<file path="src/rtl/hvu_pkg.sv">
package hvu_pkg;
  typedef enum logic [1:0] {ACT_NONE, ACT_MUTE, ACT_UP, ACT_DN} act_e;
  typedef enum logic [1:0] {ST_IDLE, ST_SAMPLE, ST_UPDATE, ST_WRITE} st_e;
endpackage

</file>
<file path="src/rtl/hvu_decode.sv">
module hvu_decode
  import hvu_pkg::*;
#(
  parameter int          CNT_W     = 8,
  parameter logic [CNT_W-1:0] CNT_MASK  = 8'hEE,
  parameter logic [CNT_W-1:0] CODE_MUTE = 8'h88,
  parameter logic [CNT_W-1:0] CODE_UP   = 8'hAA,
  parameter logic [CNT_W-1:0] CODE_DN   = 8'h66
) (
  input  logic [CNT_W-1:0] cnt_i,
  output act_e             act_o
);
  logic [CNT_W-1:0] masked;
  assign masked = cnt_i & CNT_MASK;

  always_comb begin
    if (masked == CODE_MUTE)    act_o = ACT_MUTE;
    else if (masked == CODE_UP) act_o = ACT_UP;
    else if (masked == CODE_DN) act_o = ACT_DN;
    else                        act_o = ACT_NONE;
  end
endmodule

</file>
<file path="src/rtl/hvu_step.sv">
module hvu_step
  import hvu_pkg::*;
#(
  parameter int              VOL_W     = 16,
  parameter int              NCH       = 2,
  parameter int              CH_W      = 7,
  parameter int              CH_STRIDE = 8,
  parameter int              MUTE_BIT  = 15,
  parameter logic [CH_W-1:0] ATT_MAX   = 7'h1F
) (
  input  logic [VOL_W-1:0] vol_i,
  input  act_e             act_i,
  output logic [VOL_W-1:0] vol_o
);
  logic [CH_W-1:0] fld_next [NCH];

  for (genvar c = 0; c < NCH; c++) begin : g_ch
    logic [CH_W-1:0] fld;
    assign fld = vol_i[c*CH_STRIDE +: CH_W];
    always_comb begin
      unique case (act_i)
        ACT_UP:  fld_next[c] = (fld != '0)     ? fld - CH_W'(1) : fld;
        ACT_DN:  fld_next[c] = (fld < ATT_MAX) ? fld + CH_W'(1) : fld;
        default: fld_next[c] = fld;
      endcase
    end
  end

  always_comb begin
    vol_o = vol_i;
    if (act_i == ACT_MUTE) vol_o[MUTE_BIT] = ~vol_i[MUTE_BIT];
    for (int c = 0; c < NCH; c++) vol_o[c*CH_STRIDE +: CH_W] = fld_next[c];
  end
endmodule

</file>
<file path="src/rtl/hw_vol_updater.sv">
module hw_vol_updater
  import hvu_pkg::*;
#(
  parameter int              VOL_W     = 16,
  parameter int              CNT_W     = 8,
  parameter int              NCH       = 2,
  parameter int              CH_W      = 7,
  parameter int              CH_STRIDE = 8,
  parameter int              MUTE_BIT  = 15,
  parameter logic [CH_W-1:0] ATT_MAX   = 7'h1F,
  parameter logic [CNT_W-1:0] CNT_MASK  = 8'hEE,
  parameter logic [CNT_W-1:0] CODE_MUTE = 8'h88,
  parameter logic [CNT_W-1:0] CODE_UP   = 8'hAA,
  parameter logic [CNT_W-1:0] CODE_DN   = 8'h66,
  parameter logic [CNT_W-1:0] RST_CODE  = 8'h88
) (
  input  logic             clk_i,
  input  logic             rst_ni,
  input  logic             irq_i,
  input  logic [7:0]       cnt_byte_i,
  input  logic [15:0]      vol_i,
  output logic [15:0]      vol_o,
  output logic             codec_we_o,
  output logic [15:0]      codec_data_o,
  output logic             cnt_rst_o,
  output logic [7:0]       cnt_rst_data_o
);
  st_e              state_q;
  logic [CNT_W-1:0] cnt_q;
  logic [VOL_W-1:0] vol_q;
  logic [VOL_W-1:0] vol_next;
  act_e             act_d, act_q;

  hvu_decode #(
    .CNT_W(CNT_W), .CNT_MASK(CNT_MASK), .CODE_MUTE(CODE_MUTE),
    .CODE_UP(CODE_UP), .CODE_DN(CODE_DN)
  ) u_dec (
    .cnt_i (cnt_q),
    .act_o (act_d)
  );

  hvu_step #(
    .VOL_W(VOL_W), .NCH(NCH), .CH_W(CH_W), .CH_STRIDE(CH_STRIDE),
    .MUTE_BIT(MUTE_BIT), .ATT_MAX(ATT_MAX)
  ) u_step (
    .vol_i (vol_q),
    .act_i (act_d),
    .vol_o (vol_next)
  );

  assign cnt_rst_data_o = RST_CODE;

  always_ff @(posedge clk_i or negedge rst_ni) begin
    if (!rst_ni) begin
      state_q      <= ST_IDLE;
      cnt_q        <= '0;
      vol_q        <= '0;
      act_q        <= ACT_NONE;
      vol_o        <= '0;
      codec_we_o   <= 1'b0;
      codec_data_o <= '0;
      cnt_rst_o    <= 1'b0;
    end else begin
      cnt_rst_o  <= 1'b0;
      codec_we_o <= 1'b0;
      unique case (state_q)
        ST_IDLE: if (irq_i) state_q <= ST_SAMPLE;
        ST_SAMPLE: begin
          cnt_q   <= cnt_byte_i;
          vol_q   <= vol_i;
          state_q <= ST_UPDATE;
        end
        ST_UPDATE: begin
          vol_o     <= vol_next;
          act_q     <= act_d;
          cnt_rst_o <= 1'b1;
          state_q   <= ST_WRITE;
        end
        ST_WRITE: begin
          codec_we_o   <= (act_q != ACT_NONE);
          codec_data_o <= vol_o;
          state_q      <= ST_IDLE;
        end
        default: state_q <= ST_IDLE;
      endcase
    end
  end

  // reset strobe is a single-cycle pulse
  assert_rst_pulse_R7: assert property (@(posedge clk_i) disable iff (!rst_ni)
    cnt_rst_o |=> !cnt_rst_o);

  // codec write trails the counter reset by one cycle and carries the shadow
  assert_we_order_R8: assert property (@(posedge clk_i) disable iff (!rst_ni)
    codec_we_o |-> ($past(cnt_rst_o) && codec_data_o == vol_o));

  // no write for an unknown code
  assert_no_write_R9: assert property (@(posedge clk_i) disable iff (!rst_ni)
    (cnt_rst_o && act_q == ACT_NONE) |=> !codec_we_o);

  // mute flag kept on steps
  assert_mute_keep_R6: assert property (@(posedge clk_i) disable iff (!rst_ni)
    (cnt_rst_o && (act_q == ACT_UP || act_q == ACT_DN)) |-> vol_o[MUTE_BIT] == vol_q[MUTE_BIT]);

  // mute flips the flag
  assert_mute_flip_R3: assert property (@(posedge clk_i) disable iff (!rst_ni)
    (cnt_rst_o && act_q == ACT_MUTE) |-> vol_o[MUTE_BIT] != vol_q[MUTE_BIT]);

  // no new event accepted while busy
  assert_busy_ignore_R10: assert property (@(posedge clk_i) disable iff (!rst_ni)
    (state_q != ST_IDLE) |=> (state_q != ST_SAMPLE));

  for (genvar c = 0; c < NCH; c++) begin : g_chk
    logic [CH_W-1:0] old_f, new_f;
    assign old_f = vol_q[c*CH_STRIDE +: CH_W];
    assign new_f = vol_o[c*CH_STRIDE +: CH_W];
    // up moves a field down by at most one
    assert_up_step_R4: assert property (@(posedge clk_i) disable iff (!rst_ni)
      (cnt_rst_o && act_q == ACT_UP) |-> (new_f <= old_f && (old_f - new_f) <= CH_W'(1)));
    // down never pushes a field past the limit
    assert_dn_cap_R5: assert property (@(posedge clk_i) disable iff (!rst_ni)
      (cnt_rst_o && act_q == ACT_DN) |-> (new_f == old_f || new_f <= ATT_MAX));
  end
endmodule

</file>
<file path="config.mk">
export PLATFORM = sky130hd
export DESIGN_NAME = hw_vol_updater
export DESIGN_NICKNAME = d
export VERILOG_FILES = /design/src/rtl/hvu_pkg.sv /design/src/rtl/hvu_decode.sv /design/src/rtl/hvu_step.sv /design/src/rtl/hw_vol_updater.sv
export SDC_FILE = /design/constraint.sdc
export NUM_CORES = 1
export LEC_CHECK = 0
export BUFFER_PORTS_ARGS = -buffer_cell sky130_fd_sc_hd__buf_2
export CAP_MARGIN = 20
export CORE_UTILIZATION = 25
export CTS_BUF_LIST = sky130_fd_sc_hd__clkbuf_8
export CTS_CLUSTER_DIAMETER = 60
export DETAILED_ROUTE_END_ITERATION = 8
export HOLD_SLACK_MARGIN = 0.15
export MAX_ROUTING_LAYER = met4
export PLACE_DENSITY = 0.51
export SYNTH_ARGS = -nofsm -noshare
export SYNTH_HDL_FRONTEND = slang
export SYNTH_HIERARCHICAL = 1
export SYNTH_SLANG_ARGS = --single-unit
</file>
<file path="constraint.sdc">
create_clock -name clk_i -period 6.35 [get_ports clk_i]
set_clock_uncertainty 0.2 [all_clocks]
set_input_delay 0.9525 -clock clk_i [delete_from_list [all_inputs] [get_ports clk_i]]
set_output_delay 0.9525 -clock clk_i [all_outputs]
set_load 0.01 [all_outputs]
</file>
Word-level counts from Yosys, hierarchy flattened
Index checks and enable logic that the tools add are counted.
- logic and storage cells: 43
- output and inout port bits: 42
- register bits: 62
- input bits: 27
- $lt $le $gt $ge: 2
- reduce and logical (&&, ||, !) cells: 4
- bitwise logic cells: 1
- equal/unequal tests: 10
- mux-type cells: 14
- add/sub/neg operators: 4
- operators with widths (operator ; count):
    $mux W7 ; 4
    $pmux W7 S2 ; 2
    $add A7 B1 Y7 const B ; 2
    $lt A7 B5 Y1 const B ; 2
    $reduce_bool A7 Y1 ; 2
    $sub A7 B1 Y7 const B ; 2
    $eq A6 B6 Y1 const B ; 2
    $eq A2 B2 Y1 const B ; 4
    $mux W2 ; 4
    $pmux W2 S4 ; 1
    $eq A6 B5 Y1 const B ; 1
    $eq A2 B1 Y1 const B ; 2
    $mux W1 ; 3
    $logic_not A2 Y1 ; 1
    $ne A2 B2 Y1 const B ; 1
    $reduce_bool A2 Y1 ; 1
    $not A1 Y1 ; 1

Depth between registers and ports, before layout
- depth after elaboration: 6
- depth in mapped cells: 8

Modules after synthesis
Netlist, hierarchy kept.
- by module, submodules not included (module ; cells an instance ; times used ; area each (um^2)):
    hw_vol_updater ; 151 ; 1 ; 2670.1
    hvu_step ; 98 ; 1 ; 670.6
    hvu_decode ; 6 ; 1 ; 43.8

Worst setup path before layout
Ideal clock, no wire load.
- path type: reg2reg
- start: register cnt_q[7]
- end: register vol_o[1]
- arrival time: 2.240 ns
- period minus slack after synthesis: 2.565 ns
- cell stages (with the launch flop): 9
- buffers on the path: 1
- slack: 3.785 ns
- cells stage by stage: dfrtp_1 or4bb_1 a21oi_1 and2_1 clkbuf_2 o211ai_1 a211oi_1 a21oi_1 mux2_4
- longest elaborated chain between the ends: 6
- elaborated cells on any way between the ends: 9
- those cells by class: eq/ne (5); mux (4)
- RTL lines (item ; RTL line ; source):
    from (decl) ; hw_vol_updater.sv:29 ; logic [CNT_W-1:0] cnt_q;
    from (signal assigned) ; hw_vol_updater.sv:69 ; cnt_q <= cnt_byte_i;
    $eq A6 B5 Y1 ; hvu_decode.sv:19 ; else if (masked == CODE_DN) act_o = ACT_DN;
    $mux W2 ; hvu_decode.sv:19 ;
    $mux W2 ; hvu_decode.sv:18 ; else if (masked == CODE_UP) act_o = ACT_UP;
    $mux W2 (*) ; hvu_decode.sv:17 ; if (masked == CODE_MUTE) act_o = ACT_MUTE;
    net act_d[1] ; hw_vol_updater.sv:32 ; act_e act_d, act_q;
    $eq A2 B2 Y1 ; hvu_step.sv:21 ; unique case (act_i)
    $pmux W7 S2 (*) ; hvu_step.sv:21 ;
    net vol_next[1] ; hw_vol_updater.sv:31 ; logic [VOL_W-1:0] vol_next;
    to (signal assigned) ; hw_vol_updater.sv:74 ; vol_o <= vol_next;
    to (decl) ; hw_vol_updater.sv:22 ; output logic [15:0] vol_o,
The timed path passes the listed nets; every way through them passes the cells marked *.
A chain may end at the register's enable or synchronous reset.

Worst setup path after layout
- start: register cnt_q[7]
- end: register vol_o[0]
The elaborated chain is that of the path after synthesis.

==> reports/metrics.cfg <==
[place]
gp_congestion=0.779
portBuffers=58
hpwl_um=4890

[timing]
min_period_over_period_pct=48.8
slew_violations=0
report.final.setup_viol=0
fmax_ghz=0.323
worst-slew-pin-transition_ns=0.801
period_needed_ns=3.10
hold_viol=0
setup_tns_ns=0
rsz0062_at_grt=no
maxSlewHeadroom_pct=46.6

[worst_setup_path]
endpoint_kind=flip-flop
regToRegStartpoint=cnt_q[7]$_DFFE_PN0N_
r2r_end=vol_o[0]$_DFFE_PN0N_
critPathLaunchType=flip-flop
crit_arrival_ns=3.13
cp_data_required_time_ns=6.37
r2r_slack_ns=3.25
critical_path_class=flip-flop to flip-flop
worst-path-max-fanout=10
r2r_cells=7

[clocking]
clock_latency_ns=0.34
clk_pin_slew_worst_paths_ns=0.07
cts-root-buf=clkbuf_8
post_cts_buffers=0
cts_repair_resize_count=0
clock-sinks=60
cts_buffers=9
clock_path_buffers=2
hold_buffers=0
cts_tree=built
ctsHtreeMaxLevel=3

[drt]
wl_per_cell_um=14.6
drt_iter0_markers=75
ant_nets=0
firstDrtPassIters=4
viasPerCell=4.32
drc_errors=0
routed_wl_um=7110
num_vias=2105

[floorplanning]
die_w_um=117
io_pins=69
die_h_um=117
coreArea_mm2=0.0128
start_util_pct=25.9
rows=41
die-area_mm2=0.0137

[power_and_ir_drop]
swShare_pct=36.1
p_leak_nw=1.78
p_comb_share_pct=47.5
internal_power_mw=1.33
ir_worst_vdd_uv=131
clkPwrFrac_pct=15.0
p_switching_mw=0.750
pwr-share-seq_pct=37.4
power_density_mw_per_mm2=535

[global_route]
grt_pass1_wl_um=11300
grt_pass1_vias=2066
grt_max_degree=61
antenna_found_initial=0
overflow=0
grt_use_total_pct=11.8

[worst_hold_path]
hold_path.class=flip-flop to flip-flop
min_path_cells=1
hold_end=codec_we_o$_DFF_PN0_
hold_start=act_q[0]$_DFFE_PN0N_

[layout]
antenna_cells=0
drive_gt1_share_pct=45.1
final_net_count=351
final_cell_mix=dfrtp_1 (60), buf_2 (58), mux2_4 (38)
synthToLayoutAreaGrowth_pct=17.6
final_common_cell=dfrtp_1
finalCoreUtilization_pct=30.4

[logic_synthesis]
syn_inst=251
netlist_area_mm2=0.00330
ys_warn_count=6
avgSynthCellArea_um2=13.2

[run_status]
run_status=finished, final reports clean

[job]
maxCapViolCount=0

==> registers in the layout, summed over array words and instances, names as in the netlist <==
name	flops
act_q	2
cnt_q	6
cnt_rst_o	1
codec_data_o	16
codec_we_o	1
state_q	2
vol_o	16
vol_q	16
==> how the worst max path moves through the flow <==
| stage | startpoint | end | slack (ns) |
|---|---|---|---|
| after detailed placement | cnt_q[7]$_DFFE_PN0N_ | vol_o[1]$_DFFE_PN0N_ | 3.24 |
| after global placement | cnt_q[7]$_DFFE_PN0N_ | vol_o[0]$_DFFE_PN0N_ | 3.21 |
| after floorplan | cnt_q[7]$_DFFE_PN0N_ | vol_o[1]$_DFFE_PN0N_ | 3.79 |
| after global routing | cnt_q[7]$_DFFE_PN0N_ | vol_o[1]$_DFFE_PN0N_ | 2.99 |
| final | cnt_q[7]$_DFFE_PN0N_ | vol_o[0]$_DFFE_PN0N_ | 3.25 |
| after CTS | cnt_q[7]$_DFFE_PN0N_ | vol_o[1]$_DFFE_PN0N_ | 3.22 |
==> cell type report <==
| cell class | count | area, µm² |
|---|---|---|
| repair buffers | 63 | 365 |
| clock inverters | 2 | 10.0 |
| clock buffers | 12 | 165 |
| flip-flops and latches | 60 | 1500 |
| well taps | 172 | 215 |
| multi-input cells | 170 | 1600 |
| fillers | 1316 | 8890 |
| inverters | 8 | 30.0 |
==> per-layer routing <==
layer	global-route usage (%)	vias up	share of wire, %
li1	-	1012	-
met1	15.9	1029	52
met2	16.4	54	42
met3	3.55	10	4.0
met4	4.30	0	1.5
met5	-	-	0
==> worst max-delay path, stage by stage (launching register included) <==
cell	delay, ns
dfrtp_1	0.39
or4bb_1	0.52
a21oi_1	0.64
and2_1	0.42
o211ai_1	0.20
nor2b_1	0.19
xnor2_1	0.15
mux2_4	0.27
==> metrics by stage <==
| step | setup slack, ns | cell area (µm²) | std cells | hold slack (ns) | total power [mW] |
|---|---|---|---|---|---|
| detailed placement | 3.24 | 3660 | 471 | 0.267 | 1.75 |
| floorplan | 3.79 | 3330 | 257 | 0.251 | 1.54 |
| CTS | 3.22 | 3830 | 485 | 0.308 | 2.08 |
| global placement | 3.21 | 3660 | 471 | 0.286 | 1.73 |
| global route | 2.99 | 3890 | 487 | 0.318 | 2.25 |
| finish | 3.25 | 3890 | 487 | 0.301 | 2.08 |
==> power by group through the flow <==
stage               Clock (mW)  Combinational (mW)  Sequential (mW)
floorplan                    0               0.757            0.783
global placement             0               0.955            0.778
detailed placement           0               0.969            0.784
CTS                      0.326               0.973            0.780
global route             0.344                1.09            0.813
finish                   0.312               0.988            0.778
(Power assumes the default switching activity.)
